--- src/rtl/cgs_rx_pkg.sv ---
package cgs_rx_pkg;

    typedef enum logic {
        ST_HUNT   = 1'b0,
        ST_LOCKED = 1'b1
    } cgs_state_e;

    localparam logic [7:0] COMMA_CODE = 8'hBC;

    function automatic logic is_clean_comma(input logic [7:0] data,
                                            input logic       ctrl,
                                            input logic       err);
        return ctrl && !err && (data == COMMA_CODE);
    endfunction

endpackage

--- src/rtl/comma_run_counter.sv ---
module comma_run_counter
    import cgs_rx_pkg::*;
#(
    parameter int COMMA_RUN = 4
) (
    input  logic       clk,
    input  logic       clr,
    input  logic       char_valid,
    input  logic [7:0] char_data,
    input  logic       char_is_ctrl,
    input  logic       char_err,
    output logic       run_met
);
    localparam int CNT_W = $clog2(COMMA_RUN + 1);
    localparam logic [CNT_W-1:0] RUN_LAST = CNT_W'(COMMA_RUN - 1);

    logic [CNT_W-1:0] cnt_q;
    logic             good;

    assign good    = is_clean_comma(char_data, char_is_ctrl, char_err);
    assign run_met = !clr && char_valid && good && (cnt_q == RUN_LAST);

    always_ff @(posedge clk) begin
        if (clr) begin
            cnt_q <= '0;
        end else if (char_valid) begin
            if (!good)
                cnt_q <= '0;
            else if (cnt_q != RUN_LAST)
                cnt_q <= cnt_q + 1'b1;
        end
    end


    run_reset_chk: assert property (@(posedge clk) disable iff (clr)
        (char_valid && !good) |=> (cnt_q == '0));


    idle_hold_chk: assert property (@(posedge clk) disable iff (clr)
        !char_valid |=> $stable(cnt_q));


    run_bound_chk: assert property (@(posedge clk) disable iff (clr)
        cnt_q <= RUN_LAST);

endmodule

--- src/rtl/err_window_monitor.sv ---
module err_window_monitor #(
    parameter int ERR_LIMIT  = 3,
    parameter int ERR_WINDOW = 16
) (
    input  logic clk,
    input  logic clr,
    input  logic char_valid,
    input  logic char_err,
    output logic fault
);
    localparam int WIN_W = (ERR_WINDOW > 1) ? $clog2(ERR_WINDOW) : 1;
    localparam int ERR_W = $clog2(ERR_LIMIT + 1);
    localparam logic [WIN_W-1:0] WIN_LAST = WIN_W'(ERR_WINDOW - 1);
    localparam logic [ERR_W-1:0] ERR_LAST = ERR_W'(ERR_LIMIT - 1);

    logic [WIN_W-1:0] win_q;
    logic [ERR_W-1:0] errs_q;

    assign fault = !clr && char_valid && char_err && (errs_q == ERR_LAST);

    always_ff @(posedge clk) begin
        if (clr) begin
            win_q  <= '0;
            errs_q <= '0;
        end else if (char_valid) begin
            if (win_q == WIN_LAST) begin
                win_q  <= '0;
                errs_q <= '0;
            end else begin
                win_q <= win_q + 1'b1;
                if (char_err && errs_q != ERR_LAST)
                    errs_q <= errs_q + 1'b1;
            end
        end
    end


    err_bound_chk: assert property (@(posedge clk) disable iff (clr)
        errs_q <= ERR_LAST);


    window_clear_chk: assert property (@(posedge clk) disable iff (clr)
        (char_valid && win_q == WIN_LAST) |=> (errs_q == '0));

endmodule

--- src/rtl/cgs_rx_sync.sv ---
module cgs_rx_sync
    import cgs_rx_pkg::*;
#(
    parameter int COMMA_RUN  = 4,
    parameter int ERR_LIMIT  = 3,
    parameter int ERR_WINDOW = 16
) (
    input  logic       clk,
    input  logic       rst,
    input  logic       resync_req,
    input  logic       char_valid,
    input  logic [7:0] char_data,
    input  logic       char_is_ctrl,
    input  logic       char_err,
    output logic       sync_n,
    output logic       cgs_done
);
    cgs_state_e state_q, state_d;
    logic       run_met;
    logic       fault;
    logic       run_clr;
    logic       mon_clr;

    assign run_clr = rst || resync_req || (state_q != ST_HUNT);
    assign mon_clr = rst || resync_req || (state_q != ST_LOCKED);

    comma_run_counter #(.COMMA_RUN(COMMA_RUN)) u_run (
        .clk          (clk),
        .clr          (run_clr),
        .char_valid   (char_valid),
        .char_data    (char_data),
        .char_is_ctrl (char_is_ctrl),
        .char_err     (char_err),
        .run_met      (run_met)
    );

    err_window_monitor #(.ERR_LIMIT(ERR_LIMIT), .ERR_WINDOW(ERR_WINDOW)) u_mon (
        .clk        (clk),
        .clr        (mon_clr),
        .char_valid (char_valid),
        .char_err   (char_err),
        .fault      (fault)
    );

    always_comb begin
        state_d = state_q;
        unique case (state_q)
            ST_HUNT:   if (run_met) state_d = ST_LOCKED;
            ST_LOCKED: if (fault)   state_d = ST_HUNT;
        endcase
        if (resync_req)
            state_d = ST_HUNT;
    end

    always_ff @(posedge clk) begin
        if (rst)
            state_q <= ST_HUNT;
        else
            state_q <= state_d;
    end

    always_ff @(posedge clk) begin
        if (rst) begin
            sync_n   <= 1'b0;
            cgs_done <= 1'b0;
        end else begin
            sync_n   <= (state_d == ST_LOCKED);
            cgs_done <= (state_d == ST_LOCKED);
        end
    end


    reset_out_chk: assert property (@(posedge clk)
        rst |=> (!sync_n && !cgs_done));


    release_cause_chk: assert property (@(posedge clk) disable iff (rst)
        $rose(sync_n) |-> $past(char_valid && char_is_ctrl && !char_err
                                && char_data == COMMA_CODE));


    resync_drop_chk: assert property (@(posedge clk) disable iff (rst)
        resync_req |=> (!sync_n && !cgs_done));


    clean_hold_chk: assert property (@(posedge clk) disable iff (rst)
        (cgs_done && !resync_req && (!char_valid || !char_err)) |=> cgs_done);

endmodule

--- config.mk ---
export PLATFORM = sky130hd
export DESIGN_NAME = cgs_rx_sync
export DESIGN_NICKNAME = d
export VERILOG_FILES = /design/src/rtl/cgs_rx_pkg.sv /design/src/rtl/comma_run_counter.sv /design/src/rtl/err_window_monitor.sv /design/src/rtl/cgs_rx_sync.sv
export SDC_FILE = /design/constraint.sdc
export NUM_CORES = 1
export LEC_CHECK = 0
export BUFFER_PORTS_ARGS = -buffer_cell sky130_fd_sc_hd__buf_2
export CORE_MARGIN = 3
export CORE_UTILIZATION = 40
export CTS_CLUSTER_DIAMETER = 40
export CTS_CLUSTER_SIZE = 40
export DETAILED_ROUTE_END_ITERATION = 16
export HOLD_SLACK_MARGIN = 0.15
export PLACE_DENSITY = 0.63
export SYNTH_ARGS = -nofsm -noshare
export SYNTH_HDL_FRONTEND = slang
export SYNTH_HIERARCHICAL = 1
export SYNTH_SLANG_ARGS = --single-unit
--- constraint.sdc ---
create_clock -name clk -period 2.8 [get_ports clk]
set_input_delay 0.28 -clock clk [delete_from_list [all_inputs] [get_ports clk]]
set_output_delay 0.28 -clock clk [all_outputs]
set_load 0.02 [all_outputs]
# --- Word level (Yosys, flattened, before mapping) ---
# Cells that the tools add are included.
op_classes:
  n_eq_ne: 7
  n_reduce_logical: 19
  bitwise_logic: 1
  add_sub_neg: 3
  n_mux: 8
ops:
  columns: ["op", "n"]
  rows:
  - ["logical AND 1 bit", 9]
  - ["== test 8 bit (second input constant)", 1]
  - ["2-to-1 mux 3 bit", 2]
  - ["adder 4 x 1 -> 4 bit (second input constant)", 1]
  - ["== test 4 bit (second input constant)", 1]
  - ["2-to-1 mux 2 bit", 2]
  - ["2-to-1 mux 4 bit", 1]
  - ["inequality test 2 bit (second input constant)", 2]
  - ["AND reduction 2 bit", 2]
  - ["adder 3 x 1 -> 3 bit (second input constant)", 1]
  - ["== test 3 x 2 -> 1 bit (second input constant)", 1]
  - ["logical NOT 1 bit", 3]
  - ["logical OR 1 bit", 3]
  - ["inequality test 3 x 2 -> 1 bit (second input constant)", 1]
  - ["adder 2 x 1 -> 2 bit (second input constant)", 1]
  - ["== test 2 bit (second input constant)", 1]
  - ["2-to-1 mux 1 bit", 2]
  - ["one-hot mux 1 bit (2 select lines)", 1]
  - ["nonzero test 2 bit", 1]
  - ["OR reduction 2 bit", 1]
  - ["inverter 1 bit", 1]
word_totals:
  ff_bits: 10
  wordCells: 42
  inputBits: 14

# --- Logic depth before layout (Yosys ltp) ---
logic_depth:
  depth_word: 8
  depth_mapped: 6

# --- Cells and area by module ---
# The synthesis kept the hierarchy.
modules_own_cells:
  columns: ["module", "seq_area_each_um2", "instances", "cells_each", "area_each_um2"]
  rows:
  - ["err_window_monitor", 120.1, 1, 34, 311.5]
  - ["comma_run_counter", 60.1, 1, 25, 231.5]
  - ["cgs_rx_sync", 20.0, 1, 8, 61.3]

# --- Least setup slack after synthesis ---
# OpenSTA, ideal clock, no wires.
synth_timing:
  path_type: "reg2reg"
  startpoint: "register, netlist name cgs_done"
  endpoint: "register cgs_done"
  required_ns: 2.730
  setup_time_ns: 0.070
  path_stages_with_launch: 6
  slack_ns: 1.455
  t_arrival_ns: 1.275
  path_buffers: 0
  cell_sequence: "dfxtp_1 or3_1 nand2b_1 nor4_1 nand2b_1 a21boi_1"
synth_lines:
  columns: ["item", "line_no", "source"]
  rows:
  - ["end signal, assigned", "cgs_rx_sync.sv:68", "cgs_done <= (state_d == ST_LOCKED);"]
  - ["end, declared", "cgs_rx_sync.sv:16", "output logic cgs_done"]

==> results.cfg <==
[flow_run]
cap_viol_max_count = 0

[critical_path]
critPathTopFamily = simple AND/OR/NAND/NOR gates
critPathMaxFanout = 7
timing_worst_setup_path_type = flop to flop
setup.worst_path.end_class = flop
r2r-start = cgs_done
crit_required_ps = 3000
cpPeakStageDelay_ps = 410
cpMostUsedCell = nand2b_1
cp.arrival_ps = 1580
start_kind = flop
worst-path-buf-inv = 0
ff2ff_setup_slack_ps = 1420
critPathSlowestCell = or3_1
ff2ff_path_depth = 5
worstPathCellList = or3_1 > nand2b_1 > nor4_1 > nand2b_1 > a21boi_1
r2r_end = cgs_done

[route]
drc = 0
finalWirelength_um = 1130
drtIter0Drc = 6
drt-pass1-iter-count = 4
ant_nets = 0
wl_per_cell_um = 11.4
via_count = 531
viasPerCell = 5.36

[final_layout]
layout-drive-gt1-share_pct = 32.1
area_delta_synth_final_pct = 18.4
antenna_cells = 0
nets = 103

[yosys]
synth_warnings = 6
synth_top_area_cell = dfxtp_1
yosysSeqAreaShare_pct = 33.1
avgSynthCellArea_um2 = 9.02
synthCells = 67
synth_seq_cells = 10
synth_top_cell_area_share_pct = 33.1
synth_fp_nets = 85
synth_area_um2 = 604
synth_edf_count = 0
async_reset_ff_share_pct = 0
post-synth-top-count-cell = dfxtp_1
yosysUniqueCellTypes = 30
ys.flop_type = dfxtp_1
yosys-top-cells-count = 10 x dfxtp_1, 7 x nand2b_1, 6 x inv_1, 5 x nor2_1, 4 x ha_1
ys_top_cells_by_area = dfxtp_1 33%, ha_1 8.3%, nand2b_1 7.2%

[placement]
gp_routability_congestion = 0.759
port_buffers = 15
post-place-ws_ps = 1320
post-dp-hpwl_um = 920

[worst_hold_path]
min_to = cgs_done
worstHoldStart = char_data[1]
worstHoldPathCells = 4
hold_class = primary input to flop

[clocking]
cts_tree = done
cts_setup_buffers = 0
ctsResizeCount = 0
clockBufferDepth = 2
cts_buffers = 3
path_clk_slew_ps = 60
cts.hold.buffers_added = 0
clk-insertion-delay-late_ps = 260
cts.sinks = 10
htreeDepth = 1
clockRootBuffer = clkbuf_4

[timing]
clock_skew_ps = 4.47
rsz0062_at_grt = no
slew_viol_final = 0
whs_ps = 298
fin_ws_ps = 1420
min_period_ps = 1380
setup_violations = 0
final-hold-violation-count = 0
slew_headroom_pct = 81.1
setup_tns_ps = 0
worst_pin_slew_ps = 282
fmax_mhz = 725
post-route-period-util_pct = 49.2

[power]
ir_worst_vdd_mv = 0.297
cellInternalPower_uw = 234
swShare_pct = 19.6
p_comb_share_pct = 7.8
p_sw_uw = 57.1
power_density_nw_per_um2 = 406
p_leak_nw = 0.286
clkPwrFrac_pct = 43.3
sequentialPowerShare_pct = 48.9

[grt]
grt_usage_pct = 12.4
grt_max_degree = 12
grt_pass1_wl_um = 1770
grt_antenna_before_repair = 0
overflow = 0
grt_pass1_vias = 456

[floorplan]
pin_count = 16
die-area_um2 = 2010
num_rows = 13
initial_utilization_pct = 44.2
core_um2 = 1370
die_x_um = 44.9
die_h_um = 44.9

[outcome]
status = complete, no violations
per-layer routing:
| layer | GRT usage (%) | routed length, µm | part of all wire (%) |
|---|---|---|---|
| met2 | 19.5 | 516 | 46 |
| met1 | 14.2 | 483 | 43 |
| met4 | 7.02 | 10 | 0.89 |
| met3 | 5.18 | 115 | 10 |
| met5 | 0 | 0 | 0 |
sequential cells by signal, summed over array words and instances (netlist names):
| signal | cells |
|---|---|
| u_mon/errs_q | 2 |
| cgs_done | 1 |
| u_run/cnt_q | 3 |
| u_mon/win_q | 4 |
tightest hold or removal path: stages:
cell	delay (ps)
buf_2	80
nor4_1	40
nand2b_1	60
a21boi_1	50
through the flow:
step | instance area (µm²) | util (%) | total power, mW | cells
floorplan | 604 | - | 0.158 | 67
global placement | 679 | 49.7 | 0.168 | 95
detailed placement | 679 | 49.7 | 0.168 | 95
CTS | 716 | 52.4 | 0.297 | 99
global route | 716 | 52.4 | 0.310 | 99
finish | 716 | 52.4 | 0.291 | 99
worst max-delay path by stage:
| stage | depth (start not counted) | slack (ps) | end | startpoint |
|---|---|---|---|---|
| 2_1_floorplan | 5 | 1460 | cgs_done | cgs_done |
| 3_3_place_gp | 6 | 1370 | cgs_done | resync_req |
| 3_5_place_dp | 6 | 1320 | cgs_done | resync_req |
| 4_1_cts | 5 | 1410 | cgs_done | cgs_done |
| 5_1_grt | 5 | 1330 | cgs_done | cgs_done |
| 6_report | 5 | 1420 | cgs_done | cgs_done |
power groups by stage:
stage	Clock, mW	Sequential, mW	Combinational [mW]
final	0.126	0.142	0.0227
after global routing	0.143	0.142	0.0251
after CTS	0.132	0.142	0.0230
after detailed placement	0	0.145	0.0228
after global placement	0	0.145	0.0225
after floorplan	0	0.145	0.0125
cell type report:
type                       count  area [µm²]
fill                         145         651
multi-input combinational     49         363
clock buffer                   4        36.3
inverter                       6        22.5
timing repair buffer          15        75.1
sequential                    10         200
tap                           15        18.8
placed cells by master (no fill, tap or decap), drive strengths merged, types with 3 or more instances in the layout:
master and instances:
dfxtp 10, nand2 3, inv 6, buf 15, nor2 5, clkbuf 4
ha 4, nand2b 7
cells by family after synthesis:
| logic type | after synthesis | synth area share, % |
|---|---|---|
| buf+inv | 8 | 6.83 |
| fa+ha+maj | 4 | 8.28 |
| xor+xnor | 1 | 1.45 |
| compound gates | 10 | 13.0 |
| flops | 10 | 33.1 |
| mux | 2 | 3.31 |
| simple gates | 32 | 34.0 |
No activity file was read; power rests on OpenSTA's default activity.
